**config.mk**
```make
export PLATFORM = sky130hd
export DESIGN_NAME = edge_event_irq
export DESIGN_NICKNAME = d
export VERILOG_FILES = /design/src/rtl/edge_event_pkg.sv /design/src/rtl/event_ctrl.sv /design/src/rtl/event_datapath.sv /design/src/rtl/edge_event_irq.sv
export SDC_FILE = /design/constraint.sdc
export NUM_CORES = 1
export LEC_CHECK = 0
export ABC_AREA = 1
export BUFFER_PORTS_ARGS = -buffer_cell sky130_fd_sc_hd__buf_4
export CORE_MARGIN = 2
export CORE_UTILIZATION = 27
export CTS_CLUSTER_DIAMETER = 30
export CTS_CLUSTER_SIZE = 10
export DETAILED_ROUTE_END_ITERATION = 6
export PLACE_DENSITY = 0.51
export SYNTH_ARGS = -nofsm -noshare
export SYNTH_HDL_FRONTEND = slang
export SYNTH_SLANG_ARGS = --single-unit
```
**constraint.sdc**
```tcl
create_clock -name clk -period 3.55 [get_ports clk]
set_input_delay 0.71 -clock clk [delete_from_list [all_inputs] [get_ports clk]]
set_output_delay 0.71 -clock clk [all_outputs]
set_load 0.05 [all_outputs]
```
**src/rtl/edge_event_pkg.sv**
```systemverilog
`timescale 1ns/1ps
package edge_event_pkg;
  localparam int ADDR_DATA   = 0;
  localparam int ADDR_POL    = 1;
  localparam int ADDR_BANK   = 2;
  localparam int ADDR_IER    = 3;
  localparam int ADDR_MASTER = 4;

  typedef struct packed {
    logic armWr;    // write to arm/clear bits (bank 1, data address)
    logic swReset;  // synchronous software reset
    logic irqGate;  // all interrupt enables satisfied
  } ctrlStrobe_t;
endpackage

```
**src/rtl/event_ctrl.sv**
```systemverilog
`timescale 1ns/1ps
module event_ctrl
  import edge_event_pkg::*;
#(
  parameter int NumCh = 8,
  parameter int AddrW = 3
) (
  input  logic             clk,
  input  logic             rstN,
  input  logic             swReset,
  input  logic             enhancedMode,
  input  logic             wrEn,
  input  logic [AddrW-1:0] addr,
  input  logic [NumCh-1:0] wrData,
  input  logic [NumCh-1:0] din,
  input  logic [NumCh-1:0] flags,
  output ctrlStrobe_t      strb,
  output logic [NumCh-1:0] polarity,
  output logic [NumCh-1:0] rdData
);
  logic bankSel;
  logic ierBit;
  logic masterBit;

  logic wrPol, wrBank, wrIer, wrMaster;
  assign wrPol    = wrEn && (addr == AddrW'(ADDR_POL));
  assign wrBank   = wrEn && (addr == AddrW'(ADDR_BANK));
  assign wrIer    = wrEn && (addr == AddrW'(ADDR_IER));
  assign wrMaster = wrEn && (addr == AddrW'(ADDR_MASTER));

  // Registers cleared by both resets
  always_ff @(posedge clk or negedge rstN) begin
    if (!rstN) begin
      polarity <= '0;
      bankSel  <= 1'b0;
      ierBit   <= 1'b0;
    end else if (swReset) begin
      polarity <= '0;
      bankSel  <= 1'b0;
      ierBit   <= 1'b0;
    end else begin
      if (wrPol)  polarity <= wrData;
      if (wrBank) bankSel  <= wrData[0];
      if (wrIer)  ierBit   <= wrData[0];
    end
  end

  // Master bit: only the power-up reset clears it
  always_ff @(posedge clk or negedge rstN) begin
    if (!rstN)         masterBit <= 1'b0;
    else if (wrMaster) masterBit <= wrData[0];
  end

  always_comb begin
    strb.armWr   = wrEn && !swReset && bankSel && (addr == AddrW'(ADDR_DATA));
    strb.swReset = swReset;
    strb.irqGate = ierBit && masterBit && enhancedMode;
  end

  always_comb begin
    case (addr)
      AddrW'(ADDR_DATA):   rdData = bankSel ? flags : din;
      AddrW'(ADDR_POL):    rdData = polarity;
      AddrW'(ADDR_BANK):   rdData = NumCh'(bankSel);
      AddrW'(ADDR_IER):    rdData = NumCh'(ierBit);
      AddrW'(ADDR_MASTER): rdData = NumCh'(masterBit);
      default:             rdData = '0;
    endcase
  end

  // software reset keeps the master bit
  a_r7_master_kept: assert property (@(posedge clk) disable iff (!rstN)
    (swReset && !wrMaster) |=> (masterBit == $past(masterBit)));
  // software reset clears interrupt enable
  a_r7_ier_cleared: assert property (@(posedge clk) disable iff (!rstN)
    swReset |=> !ierBit);
  // no arm/clear strobe while bank 0 is selected
  a_r8_bank0_no_arm: assert property (@(posedge clk) disable iff (!rstN)
    !bankSel |-> !strb.armWr);
endmodule

```
**src/rtl/event_datapath.sv**
```systemverilog
`timescale 1ns/1ps
module event_datapath
  import edge_event_pkg::*;
#(
  parameter int NumCh = 8
) (
  input  logic             clk,
  input  logic             rstN,
  input  ctrlStrobe_t      strb,
  input  logic [NumCh-1:0] polarity,
  input  logic [NumCh-1:0] wrData,
  input  logic [NumCh-1:0] din,
  output logic [NumCh-1:0] flags,
  output logic             irqN
);
  logic [NumCh-1:0] dinQ;
  logic [NumCh-1:0] armed;
  logic [NumCh-1:0] edgeHit;

  always_ff @(posedge clk or negedge rstN) begin
    if (!rstN) dinQ <= '0;
    else       dinQ <= din;
  end

  for (genvar i = 0; i < NumCh; i++) begin : g_ch
    assign edgeHit[i] = polarity[i] ? (din[i] & ~dinQ[i]) : (~din[i] & dinQ[i]);

    always_ff @(posedge clk or negedge rstN) begin
      if (!rstN) begin
        armed[i] <= 1'b0;
        flags[i] <= 1'b0;
      end else if (strb.swReset) begin
        armed[i] <= 1'b0;
        flags[i] <= 1'b0;
      end else if (strb.armWr) begin
        armed[i] <= wrData[i];
        flags[i] <= wrData[i] & (flags[i] | (armed[i] & edgeHit[i]));
      end else if (armed[i] && edgeHit[i]) begin
        flags[i] <= 1'b1;
      end
    end
  end

  always_ff @(posedge clk or negedge rstN) begin
    if (!rstN) irqN <= 1'b1;
    else       irqN <= ~((|flags) & strb.irqGate);
  end

  // flags are sticky without a write or reset
  a_r2_flag_sticky: assert property (@(posedge clk) disable iff (!rstN)
    (!strb.armWr && !strb.swReset) |=> ((flags & $past(flags)) == $past(flags)));
  // a disarmed channel never gains a flag
  a_r3_disarmed_quiet: assert property (@(posedge clk) disable iff (!rstN)
    1'b1 |=> ((~$past(armed) & flags & ~$past(flags)) == '0));
  // enabled and flagged leads to request next cycle
  a_r4_irq_raise: assert property (@(posedge clk) disable iff (!rstN)
    ((|flags) && strb.irqGate) |=> !irqN);
  // gate off means request released next cycle
  a_r6_gate_off: assert property (@(posedge clk) disable iff (!rstN)
    !strb.irqGate |=> irqN);
  // no flags means no request next cycle
  a_r5_all_clear: assert property (@(posedge clk) disable iff (!rstN)
    (flags == '0) |=> irqN);
endmodule

```
**src/rtl/edge_event_irq.sv**
```systemverilog
`timescale 1ns/1ps
module edge_event_irq
  import edge_event_pkg::*;
#(
  parameter int NumCh = 8,
  parameter int AddrW = 3
) (
  input  logic             clk,
  input  logic             rstN,
  input  logic             swReset,
  input  logic             enhancedMode,
  input  logic [NumCh-1:0] din,
  input  logic             wrEn,
  input  logic [AddrW-1:0] addr,
  input  logic [NumCh-1:0] wrData,
  output logic [NumCh-1:0] rdData,
  output logic             irqN
);
  ctrlStrobe_t      strb;
  logic [NumCh-1:0] polarity;
  logic [NumCh-1:0] flags;

  event_ctrl #(.NumCh(NumCh), .AddrW(AddrW)) u_ctrl (
    .clk(clk), .rstN(rstN), .swReset(swReset), .enhancedMode(enhancedMode),
    .wrEn(wrEn), .addr(addr), .wrData(wrData), .din(din), .flags(flags),
    .strb(strb), .polarity(polarity), .rdData(rdData)
  );

  event_datapath #(.NumCh(NumCh)) u_dp (
    .clk(clk), .rstN(rstN), .strb(strb), .polarity(polarity),
    .wrData(wrData), .din(din), .flags(flags), .irqN(irqN)
  );
endmodule

```
After elaboration in Yosys (flattened, before gate mapping) --
Cells that the tools add are included.
Cells by class: equality and inequality tests 4, muxes and demuxes 56, bitwise logic cells 58, reduce and logical (&&, ||, !) cells 32
Operator list (count):
- $mux 1 | 52
- $pmux 8 s5 | 1
- $and 1x1->1 | 33
- $mux 8 | 3
- $reduce_bool 3->1 | 8
- $logic_and 1x1->1 | 17
- $not 1->1 | 17
- $or 1x1->1 | 8
- $reduce_bool 2->1 | 4
- $reduce_or 8->1 | 1
- $eq 3x2->1 const B | 2
- $eq 3x1->1 const B | 1
- $eq 3x3->1 const B | 1
- $logic_not 3->1 | 1
- $logic_not 1->1 | 1
Word-level totals: register bits 36, bits of input ports 24, logic and storage cells 172

Longest topological paths before layout --
Gate-level depths: netlist of the first run.
depth in word-level cells 8, gate-level depth with buffers 10, gate-level depth less buffers 9

Modules after synthesis --
Synthesis of the first run repeated with hierarchy kept, for this count alone.
Second synthesis, totals: cell total of the unflattened synthesis 261, area total of the unflattened synthesis 1964.4 sq um
Modules (own cells, without submodules):
- event_datapath | times used 1, cells each 135, area an instance 1167.4 sq um, sequential area each 626.9 sq um
- event_ctrl | times used 1, cells each 126, area an instance 797.0 sq um, sequential area each 275.3 sq um

Worst setup path before layout of the first run --
OpenSTA, ideal clock, no wires.
path type input port to output port, start point input addr[2], end point output rdData[1], data arrival time 2.035 ns, required time 2.840 ns, setup slack 0.805 ns, stages 3, buffers on the path 0, cells stage by stage inv_2 nand3_2 o21ai_0
Between the ends: cells in the longest elaborated chain, start to end 2, elaborated cells between the ends (all ways) 6, those cells by class eq/ne: 4; mux: 1; reduce/logical: 1
Ends and longest elaborated chain:
- start: declaration | line edge_event_irq.sv:14 | input logic [AddrW-1:0] addr,
- $eq 3x3->1 (tied with other cells) | line event_ctrl.sv:61 | case (addr)
- $pmux 8 s5 * | line event_ctrl.sv:61
- end: declaration | line edge_event_irq.sv:16 | output logic [NumCh-1:0] rdData,
Every way passes the cells marked *; elsewhere a longest branch is shown, timed or not.

Worst setup path after layout of the first run --
start point input addr[1], end point output rdData[0]
Same word-level chain as after synthesis.

==> results.txt, run 1 <==
----------------------------------------------------
[Die]
  Initial Utilization ... 27.74%
  Total Die Area ... 7624 sq um
  Floorplan row count ... 30
  Die width ... 87.32 microns
  Boundary pin count ... 33
  Core ar. ... 6756 sq um
  Height of the die ... 87.32 microns

[Final layout]
  Area delta synth->final ... 21.30%
  Final antenna diode count ... 0
  Ratio of cells with drive above 1 in the final layout ... 19.78%
  Number of nets in the layout ... 301
  Count of fill cells added during filler insertion ... 734
  Number of cells in the finished layout apart from fillers ... 358

[Critical path]
  Standard cell with the maximum stage delay on the critical path ... sky130_fd_sc_hd__buf_4
  Category of the critical setup timing path ... in2out
  Path depth of the worst reg2reg path ... 7
  Reg-to-reg critical path endpoint ... u_dp.flags[0]$_DFFE_PN0P_
  Startpoint type of the worst setup path ... input pin
  Delay of the slowest cell on the worst path ... 250 ps
  Endpoint required time on the critical path ... 2840 ps
  Critical path buffer and inverter count ... 3
  Number of logic stages on the critical path including buffering ... 7
  CP Max Fanout ... 9
  Arrival @ worst endpoint ... 1740 ps
  Reg2reg start ... u_ctrl.bankSel$_DFFE_PN0P_
  Cells along the critical path ... buf_4, nor2_2, nand2_1, inv_2, nand2_1, o2111ai_1, buf_4
  Kind of cell with the highest combined delay on the critical path ... buffers and inverters
  Type of destination of the critical path ... primary output
  Flop2flop setup slack ... 1950 ps

[STA]
  Post-route setup slack ... 1104 ps
  Post-route minimum period ... 2446 ps
  Setup TNS ... 0 ps
  Number of failing setup endpoints in the final timing report ... 0
  Hold Violations, Final ... 0
  Fmax ... 0.4088 GHz
  Pins Over Slew Limit ... 0
  Skew final ... 2.900 ps
  Worst max-slew margin expressed relative to the limit ... 43.06%
  RSZ-0062 raised after global routing ... no
  Final period util ... 68.91%
  Pin slew with the least headroom to its limit ... 848.4 ps

[Yosys]
  Synthesized net count ... 266
  Count of warnings emitted by yosys ... 0
  Post-synth design cell area ... 1874 sq um
  Cells taking the most area after synthesis ... sky130_fd_sc_hd__dfrtp_1 47%, sky130_fd_sc_hd__nand2_1 16%, sky130_fd_sc_hd__o21ai_0 8.0%, sky130_fd_sc_hd__inv_1 7.2%, sky130_fd_sc_hd__nand3_1 3.2%
  Sequential cell area fraction in the yosys report ... 48.13%
  Unique masters post-synth ... 29
  Cell taking the most area after synthesis ... sky130_fd_sc_hd__dfrtp_1
  Number of enable-type register cells in the synthesized netlist ... 0
  Ys flop type ... sky130_fd_sc_hd__dfrtp_1
  Ys async rst share ... 100.0%
  Post-Synthesis Cells ... 242
  Most frequent cell after synthesis ... sky130_fd_sc_hd__nand2_1
  Synthesized area per cell ... 7.745 sq um
  Fraction of synthesized cell area taken by the top area cell type ... 46.73%
  Ranking of synthesized cells by instance count ... 81 x sky130_fd_sc_hd__nand2_1, 36 x sky130_fd_sc_hd__inv_1, 35 x sky130_fd_sc_hd__dfrtp_1, 30 x sky130_fd_sc_hd__o21ai_0, 12 x sky130_fd_sc_hd__nand3_1
  Flip-flop and latch count after synthesis ... 36

[Power]
  Switching fraction of total power ... 27.33%
  Power per cell area ... 381.0 nW/um^2
  Leakage ... 1.136 nW
  Share of power burned in registers ... 51.0%
  Part of the total power dissipated in the clock network ... 35.3%
  Internal power of the cells ... 0.6294 mW
  Logic gate share of total power ... 13.7%
  Power after layout ... 0.8661 mW
  VDD IR-drop max ... 0.1286 mV
  Switching power ... 0.2367 mW

[Place]
  Post-DP HPWL ... 3.194 mm
  Port Buffers ... 32
  Worst Setup Slack post-DPL ... 1113 ps
  Count of placed standard cells including taps ... 350
  Placer congestion estimate ... 0.7202

[Clock network]
  Clock latency on the worst-skew pair ... 290 ps
  CTS Buf Count ... 5
  Clock-pin slew reported for the worst setup and hold paths after clock tree synthesis ... 70 ps
  Hold buffer count at CTS ... 0
  Maximum buffer depth of the clock tree ... 2
  CTS HTree Levels ... 2
  Post_cts resized ... 0
  Number of buffers inserted by post-CTS setup repair ... 0
  Clk sink count ... 36
  TritonCTS clock tree ... done
  Clock root buffer ... sky130_fd_sc_hd__clkbuf_8

[Detailed routing]
  Number of nets still failing antenna checks after routing ... 0
  Routed via count divided by cell count ... 4.575
  Post-route DRC ... 0
  WL per Instance ... 12.61 microns
  DRC violation total after the first TritonRoute iteration ... 91
  Total number of vias ... 1638
  Drt pass-1 iters ... 4
  Drt total wl ... 4.516 mm

[Global routing]
  Antenna violations before repair ... 0
  M1 GR Usage ... 17.54%
  First-pass GRT wire length ... 7.500 mm
  Total global routing overflow ... 0
  Overall fraction of global-route tracks in use ... 13.08%
  Most congested layer reported by global routing ... met2
  Pin count of the biggest net entering global routing ... 37
  Number of global-route vias before repair ... 1554
  Met3 track demand over resource in global routing ... 3.318%
  Fraction of met2 tracks used by global routing ... 20.39%

[Run]
  MaxCap Viol Count ... 0

[Min path]
  Type of the most critical hold path ... in2async

[Outcome]
  Run status ... complete, no violations

----------------------------------------------------
-- sequential cells by signal (all words and copies together) (netlist names) --
| signal | count |
|---|---|
| u_dp.flags | 8 |
| u_ctrl.masterBit | 1 |
| u_ctrl.polarity | 8 |
| u_dp.armed | 8 |
| u_ctrl.ierBit | 1 |
| u_ctrl.bankSel | 1 |
| u_dp.dinQ | 8 |
| u_dp.irqN | 1 |
-- worst max path at each step --
stage            start         to  slack, ps
4_1_cts        addr[1]  rdData[0]       1110
3_5_place_dp   addr[1]  rdData[0]       1110
3_3_place_gp   addr[1]  rdData[0]       1140
6_report       addr[1]  rdData[0]       1100
2_1_floorplan  addr[2]  rdData[1]        810
5_1_grt        addr[1]  rdData[0]        990
-- cells by family (layout without fill, tap and decap cells) --
family	Yosys count	in the layout	synth area share, %
flops	36	36	48.13
buf+inv	45	81	10.28
compound gates	52	52	15.35
simple gates	109	109	26.23
-- power by group through the flow --
stage               Clock (mW)  Combinational [mW]  Sequential [mW]
finish                   0.306               0.118            0.442
global route             0.334               0.134            0.444
detailed placement           0               0.121            0.450
global placement             0               0.120            0.449
CTS                      0.317               0.121            0.442
floorplan                    0              0.0710            0.444
-- placed cells by master (no fill, tap or decap), drive strengths merged, types with 4 or more instances in the layout --
cell type	netlist	routed
a21oi	10	10
buf	3	32
clkbuf	1	8
dfrtp	35	35
inv	41	41
nand2	83	83
nand3	13	13
nor2	7	7
o21ai	34	34
o22ai	4	4
-- metal layers --
layer / wire length, microns / vias up / part of all wire [%]
li1: - / 847 / -
met1: 2205 / 757 / 49
met2: 2040 / 27 / 45
met3: 201 / 7 / 4.5
met4: 69 / 0 / 1.5
met5: 0 / - / 0
-- per-stage QoR --
| step | area [sq um] | hold slack, ps | util (%) |
|---|---|---|---|
| after floorplan | 1874 | 414.4 | - |
| after global placement | 2183 | 464.9 | 32.31 |
| after detailed placement | 2183 | 474.1 | 32.31 |
| after CTS | 2273 | 398.3 | 33.65 |
| after global routing | 2273 | 408.9 | 33.65 |
| final | 2273 | 378.6 | 33.65 |
-- area by class of cell --
| class | count | area [sq um] | share of cell area, % |
|---|---|---|---|
| clock buffer | 8 | 90.09 | 3.963 |
| inverter | 41 | 161.4 | 7.100 |
| multi-input combinational | 161 | 779.5 | 34.29 |
| sequential | 36 | 902.1 | 39.68 |
| tap | 80 | 100.1 | 4.403 |
| timing repair buffer | 32 | 240.2 | 10.57 |
(Power assumes the default switching activity.)
==> run 2: changes to the inputs <==
==> constraint.sdc (replaced) <==
create_clock -name clk -period 2.38 [get_ports clk]
set_input_delay 0.476 -clock clk [delete_from_list [all_inputs] [get_ports clk]]
set_output_delay 0.476 -clock clk [all_outputs]
set_load 0.05 [all_outputs]
==> run 2 against run 1 <==
Against the previous run: largest power group unchanged; setup slack got worse by 800 ps; final cell count grew 0.56%; die area stayed put; clock skew rose by 1.9 ps.
==> results.txt, run 2 (synthesized netlist as in run 1, its figures left out) <==
----------------------------------------------------
[Power]
  Switching fraction of total power ... 27.16% (-0.17 points)
  Logic gate share of total power ... 13.8% (about the same)
  Share of power burned in registers ... 51.0% (about the same)
  Switching power ... 0.3510 mW (+48%)
  Leakage ... 1.145 nW (+0.84%)
  Power per cell area ... 564.7 nW/um^2 (+48%)
  Power after layout ... 1.292 mW (+49%)
  Internal power of the cells ... 0.9412 mW (+50%)
  VDD IR-drop max ... 0.1990 mV (+55%)
  Part of the total power dissipated in the clock network ... 35.1% (-0.2 points)

[Die]
  Die width ... 87.32 microns (unchanged)
  Core ar. ... 6756 sq um (unchanged)
  Total Die Area ... 7624 sq um (unchanged)
  Floorplan row count ... 30 (unchanged)
  Height of the die ... 87.32 microns (unchanged)
  Boundary pin count ... 33 (unchanged)
  Initial Utilization ... 27.74% (unchanged)

[Final layout]
  Ratio of cells with drive above 1 in the final layout ... 20.36% (+0.57 points)
  Count of fill cells added during filler insertion ... 738 (+0.54%)
  Number of nets in the layout ... 303 (+0.66%)
  Final core utilization ... 33.87% (+0.22 points)
  Leading cell types in the layout, fill and taps excluded ... 81 x sky130_fd_sc_hd__nand2_1, 36 x sky130_fd_sc_hd__inv_1, 35 x sky130_fd_sc_hd__dfrtp_1
  Final antenna diode count ... 0 (unchanged)
  Commonest non-fill, non-tap cell in the layout ... sky130_fd_sc_hd__nand2_1
  Number of cells in the finished layout apart from fillers ... 360 (+0.56%)
  Area delta synth->final ... 22.10%
  Post-route cell area ... 2288 sq um (+0.66%)

[Detailed routing]
  Number of nets still failing antenna checks after routing ... 0 (unchanged)
  Post-route DRC ... 0 (unchanged)
  Routed via count divided by cell count ... 4.622 (+1.0%)
  Total number of vias ... 1664 (+1.6%)
  DRC violation total after the first TritonRoute iteration ... 118 (+30%)
  Drt total wl ... 4.505 mm (-0.24%)
  WL per Instance ... 12.51 microns (-0.80%)
  Drt pass-1 iters ... 4 (unchanged)

[Clock network]
  CTS HTree Levels ... 2 (unchanged)
  Post_cts resized ... 0 (unchanged)
  Number of buffers inserted by post-CTS setup repair ... 0 (unchanged)
  Hold buffer count at CTS ... 0 (unchanged)
  Maximum buffer depth of the clock tree ... 2 (unchanged)
  Clock-pin slew reported for the worst setup and hold paths after clock tree synthesis ... 70 ps (about the same)
  Clk sink count ... 36 (unchanged)
  Clock root buffer ... sky130_fd_sc_hd__clkbuf_8
  Clock latency on the worst-skew pair ... 290 ps (about the same)
  CTS Buf Count ... 5 (unchanged)
  TritonCTS clock tree ... done

[Min path]
  Type of the most critical hold path ... in2async

[STA]
  Setup TNS ... 0 ps (unchanged)
  Final period util ... 87.39%
  Final Hold Slack ... 146.3 ps (-232.4 ps)
  Post-route minimum period ... 2080 ps
  RSZ-0062 raised after global routing ... no
  Pin slew with the least headroom to its limit ... 563.8 ps (-284.6 ps)
  Fmax ... 0.4808 GHz
  Skew final ... 4.798 ps (+1.898 ps)
  Number of failing setup endpoints in the final timing report ... 0 (unchanged)
  Post-route setup slack ... 300.0 ps (-803.8 ps)
  Hold Violations, Final ... 0 (unchanged)
  Pins Over Slew Limit ... 0 (unchanged)
  Worst max-slew margin expressed relative to the limit ... 62.41% (+19 points)

[Global routing]
  Total global routing overflow ... 0 (unchanged)
  First-pass GRT wire length ... 7.424 mm (-1.0%)
  Antenna violations before repair ... 0 (unchanged)
  M1 GR Usage ... 16.84% (-0.69 points)
  Pin count of the biggest net entering global routing ... 37 (unchanged)
  Met3 track demand over resource in global routing ... 4.455% (+1.1 points)
  Number of global-route vias before repair ... 1564 (+0.64%)
  Fraction of met2 tracks used by global routing ... 20.25% (-0.14 points)
  Most congested layer reported by global routing ... met2
  Overall fraction of global-route tracks in use ... 12.92% (-0.16 points)

[Critical path]
  Delay of the slowest cell on the worst path ... 700 ps (+450 ps)
  Critical path buffer and inverter count ... 1 (-2)
  Flop2flop setup slack ... 740 ps (-1210 ps)
  Reg2reg start ... u_ctrl.bankSel$_DFFE_PN0P_
  Type of destination of the critical path ... primary output
  Most used cell, CP ... sky130_fd_sc_hd__nand2_1
  Startpoint type of the worst setup path ... flop
  Endpoint required time on the critical path ... 1900 ps (-940 ps)
  Cells along the critical path ... nand2_1, o21ai_0, nand2_1, o2111ai_1, buf_4
  Reg-to-reg critical path endpoint ... u_dp.flags[0]$_DFFE_PN0P_
  Kind of cell with the highest combined delay on the critical path ... flip-flops
  Path depth of the worst reg2reg path ... 7 (unchanged)
  Standard cell with the maximum stage delay on the critical path ... sky130_fd_sc_hd__dfrtp_1
  CP Max Fanout ... 18 (+9)
  Arrival @ worst endpoint ... 1600 ps (-140 ps)
  Category of the critical setup timing path ... reg2out

[Place]
  Cell area reported after detailed placement ... 2198 sq um (+0.69%)
  Worst Setup Slack post-DPL ... 422.7 ps (-690.4 ps)
  Placer congestion estimate ... 0.7250 (+0.67%)
  Post-DP HPWL ... 3.243 mm (+1.5%)
  Port Buffers ... 32 (unchanged)
  Count of placed standard cells including taps ... 352 (+0.57%)

[Outcome]
  Run status ... complete, no violations

[Run]
  MaxCap Viol Count ... 0 (unchanged)

----------------------------------------------------
-- run 2: power by group through the flow --
stage          clock network [mW]  logic, mW  registers, mW
5_1_grt                     0.501      0.203          0.663
3_5_place_dp                    0      0.183          0.671
6_report                    0.454      0.179          0.659
3_3_place_gp                    0      0.181          0.671
4_1_cts                     0.469      0.183          0.659
2_1_floorplan                   0      0.106          0.663
-- run 2: cell type report --
class                      instances  area, sq um  share of cell area [%]
tap                               80        100.1                   4.374
clock buffer                       8        90.09                   3.937
timing repair buffer              34        255.2                   11.15
multi-input combinational        161        779.5                   34.06
inverter                          41        161.4                   7.053
sequential                        36        902.1                   39.42
-- run 2: how the worst max path moves through the flow --
stage                                     from   endpoint  slack, ps  cells past startpoint
floorplan                              addr[2]  rdData[1]        100                      3
global placement                       addr[2]  rdData[3]        440                      5
detailed placement                     addr[2]  rdData[6]        420                      5
CTS                 u_ctrl.bankSel$_DFFE_PN0P_  rdData[6]        290                      5
global route        u_ctrl.bankSel$_DFFE_PN0P_  rdData[0]        130                      5
finish              u_ctrl.bankSel$_DFFE_PN0P_  rdData[0]        300                      5
-- run 2: routing by layer --
layer	share of wire (%)	up-vias
met1	47	760
met4	1.2	0
li1	-	854
met5	0	-
met3	7.1	7
met2	45	43
==> run 3: changes to the inputs <==
--- a/config.mk
+++ b/config.mk
@@ -13,6 +13,8 @@
 export CTS_CLUSTER_SIZE = 10
 export DETAILED_ROUTE_END_ITERATION = 6
 export PLACE_DENSITY = 0.51
+export REMOVE_ABC_BUFFERS = 1
 export SYNTH_ARGS = -nofsm -noshare
 export SYNTH_HDL_FRONTEND = slang
+export SYNTH_HIERARCHICAL = 1
 export SYNTH_SLANG_ARGS = --single-unit
==> run 3 against run 2 <==
Against the previous run: critical path depth increased by 1; maximum frequency increased by 6.1%; non-clock buffer count increased by 3; register-to-register slack improved by 270 ps; count of clock-buffer cells in the layout decreased by 2; synthesized cell count increased by 7.9%.
==> results.txt, run 3 <==
----------------------------------------------------
[Yosys]
  Ys flop type ... sky130_fd_sc_hd__dfrtp_1
  Ys async rst share ... 100.0% (unchanged)
  Ranking of synthesized cells by instance count ... 94 x sky130_fd_sc_hd__nand2_1, 39 x sky130_fd_sc_hd__inv_1, 35 x sky130_fd_sc_hd__dfrtp_1, 27 x sky130_fd_sc_hd__nand3_1, 21 x sky130_fd_sc_hd__nor2_1
  Post-synth design cell area ... 1964 sq um (+4.8%)
  Synthesized area per cell ... 7.526 sq um (-2.8%)
  Count of warnings emitted by yosys ... 6 (+6)
  Unique masters post-synth ... 25 (-14%)
  Post-Synthesis Cells ... 261 (+7.9%)
  Most frequent cell after synthesis ... sky130_fd_sc_hd__nand2_1
  Fraction of synthesized cell area taken by the top area cell type ... 44.59% (-2.1 points)
  Number of enable-type register cells in the synthesized netlist ... 0 (unchanged)
  Cell taking the most area after synthesis ... sky130_fd_sc_hd__dfrtp_1
  Sequential cell area fraction in the yosys report ... 45.92% (-2.2 points)
  Cells taking the most area after synthesis ... sky130_fd_sc_hd__dfrtp_1 45%, sky130_fd_sc_hd__nand2_1 18%, sky130_fd_sc_hd__inv_1 7.5%, sky130_fd_sc_hd__nand3_1 6.9%, sky130_fd_sc_hd__nor2_1 4.0%
  Flip-flop and latch count after synthesis ... 36 (unchanged)

[Clock network]
  TritonCTS clock tree ... done
  Clock root buffer ... sky130_fd_sc_hd__clkbuf_8
  Number of buffers inserted by post-CTS setup repair ... 0 (unchanged)
  Clock-pin slew reported for the worst setup and hold paths after clock tree synthesis ... 80 ps (about the same)
  Post_cts resized ... 0 (unchanged)
  CTS Buf Count ... 5 (unchanged)
  Clock latency on the worst-skew pair ... 300 ps (about the same)
  Hold buffer count at CTS ... 0 (unchanged)
  CTS HTree Levels ... 2 (unchanged)
  Maximum buffer depth of the clock tree ... 2 (unchanged)
  Clk sink count ... 36 (unchanged)

[Final layout]
  Final core utilization ... 33.92% (+0.053 points)
  Commonest non-fill, non-tap cell in the layout ... sky130_fd_sc_hd__nand2_1
  Leading cell types in the layout, fill and taps excluded ... 94 x sky130_fd_sc_hd__nand2_1, 39 x sky130_fd_sc_hd__inv_1, 37 x sky130_fd_sc_hd__buf_4
  Final antenna diode count ... 0 (unchanged)
  Count of fill cells added during filler insertion ... 792 (+7.3%)
  Ratio of cells with drive above 1 in the final layout ... 22.33% (+2.0 points)
  Number of nets in the layout ... 323 (+6.6%)
  Area delta synth->final ... 23.25%
  Post-route cell area ... 2421 sq um (+5.8%)

[Die]
  Floorplan row count ... 31 (+3.3%)
  Height of the die ... 89.30 microns (+2.3%)
  Boundary pin count ... 33 (unchanged)
  Total Die Area ... 7974 sq um (+4.6%)
  Die width ... 89.30 microns (+2.3%)
  Initial Utilization ... 27.52% (-0.22 points)
  Core ar. ... 7137 sq um (+5.6%)

[Detailed routing]
  Drt pass-1 iters ... 4 (unchanged)
  Number of nets still failing antenna checks after routing ... 0 (unchanged)
  Post-route DRC ... 0 (unchanged)
  Total number of vias ... 1706 (+2.5%)
  DRC violation total after the first TritonRoute iteration ... 95 (-19%)
  WL per Instance ... 12.12 microns (-3.2%)
  Routed via count divided by cell count ... 4.276 (-7.5%)
  Drt total wl ... 4.834 mm (+7.3%)

[STA]
  Number of failing setup endpoints in the final timing report ... 0 (unchanged)
  Pins Over Slew Limit ... 0 (unchanged)
  Hold Violations, Final ... 0 (unchanged)
  Final period util ... 82.38% (-5.0 points)
  RSZ-0062 raised after global routing ... no
  Post-route minimum period ... 1961 ps (-119.3 ps)
  Setup TNS ... 0 ps (unchanged)
  Fmax ... 0.5100 GHz (+6.1%)
  Pin slew with the least headroom to its limit ... 487.2 ps (-76.62 ps)
  Worst max-slew margin expressed relative to the limit ... 67.52% (+5.1 points)
  Post-route setup slack ... 419.3 ps (+119.3 ps)
  Skew final ... 6.926 ps (+2.128 ps)

[Global routing]
  Antenna violations before repair ... 0 (unchanged)
  First-pass GRT wire length ... 8.100 mm (+9.1%)
  Overall fraction of global-route tracks in use ... 13.88% (+0.95 points)
  Total global routing overflow ... 0 (unchanged)
  Met3 track demand over resource in global routing ... 4.340% (-0.12 points)
  M1 GR Usage ... 19.61% (+2.8 points)
  Most congested layer reported by global routing ... met2
  Pin count of the biggest net entering global routing ... 37 (unchanged)
  Number of global-route vias before repair ... 1572 (+0.51%)
  Fraction of met2 tracks used by global routing ... 20.61% (+0.36 points)

[Place]
  Port Buffers ... 32 (unchanged)
  Placer congestion estimate ... 0.7458 (+2.9%)
  Worst Setup Slack post-DPL ... 531.8 ps (+109.1 ps)
  Cell area reported after detailed placement ... 2313 sq um (+5.2%)
  Post-DP HPWL ... 3.488 mm (+7.5%)

[Power]
  VDD IR-drop max ... 0.2002 mV (+0.61%)
  Leakage ... 1.264 nW (+10%)
  Power after layout ... 1.359 mW (+5.1%)
  Power per cell area ... 561.2 nW/um^2 (-0.62%)

[Critical path]
  Path depth of the worst reg2reg path ... 5 (-2)
  Reg2reg start ... u_ctrl/bankSel$_DFFE_PN0P_
  Reg-to-reg critical path endpoint ... u_dp/armed[1]$_DFFE_PN0P_
  Flop2flop setup slack ... 1010 ps (+270 ps)
  Category of the critical setup timing path ... reg2out
  Startpoint type of the worst setup path ... flop
  Type of destination of the critical path ... primary output
  Arrival @ worst endpoint ... 1480 ps (-120 ps)
  CP Max Fanout ... 9 (-9)
  Endpoint required time on the critical path ... 1900 ps (about the same)

[Outcome]
  Run status ... complete, no violations

[Min path]
  Type of the most critical hold path ... in2async

[Run]
  MaxCap Viol Count ... 0 (unchanged)

----------------------------------------------------
==> run 3: layer usage <==
layer  vias to the layer above  share of wire (%)
met5                         -                  0
met4                         0                1.1
met3                         6                5.0
met1                       783                 48
li1                        885                  -
met2                        32                 45
==> run 3: worst max-delay path by stage <==
stage                           end                  startpoint
final                     rdData[4]  u_ctrl/bankSel$_DFFE_PN0P_
after global routing      rdData[4]  u_ctrl/bankSel$_DFFE_PN0P_
after CTS                 rdData[3]  u_ctrl/bankSel$_DFFE_PN0P_
after detailed placement  rdData[6]                     addr[1]
after global placement    rdData[1]                     addr[1]
after floorplan           rdData[1]                     addr[1]
==> run 3: power by group <==
group	total (mW)	internal (mW)	switching [mW]
combinational	0.178	0.0629	0.115
clock	0.545	0.311	0.234
sequential	0.636	0.627	0.00962
==> run 3: critical path, stage by stage, from the launching register on <==
cell	delay (ps)
sky130_fd_sc_hd__dfrtp_1	350
sky130_fd_sc_hd__clkinv_1	300
sky130_fd_sc_hd__nand2_1	150
sky130_fd_sc_hd__nand2_1	70
sky130_fd_sc_hd__nand2_1	60
sky130_fd_sc_hd__nand2_1	60
sky130_fd_sc_hd__buf_4	190
==> run 3: area by class of cell <==
type / count / area [sq um] / area share, %
sequential: 36 / 902.1 / 37.26
multi-input combinational: 175 / 824.5 / 34.06
timing repair buffer: 37 / 277.8 / 11.47
inverter: 44 / 185.2 / 7.649
tap: 99 / 123.9 / 5.116
clock buffer: 6 / 72.57 / 2.997
clock inverter: 2 / 35.03 / 1.447
==> run 3: logic make-up (layout without fill, tap and decap cells) <==
family | count (synthesis) | count (layout) | synth area share [%]
compound gates | 20 | 20 | 8.344
buf+inv | 50 | 89 | 12.10
flops | 36 | 36 | 45.92
simple gates | 155 | 155 | 33.63
==> run 3: through the flow <==
stage                     cells  hold slack [ps]
after detailed placement    391            478.3
final                       399            140.3
after floorplan             255            180.4
after global placement      391            483.5
after CTS                   399            157.6
after global routing        399            169.2
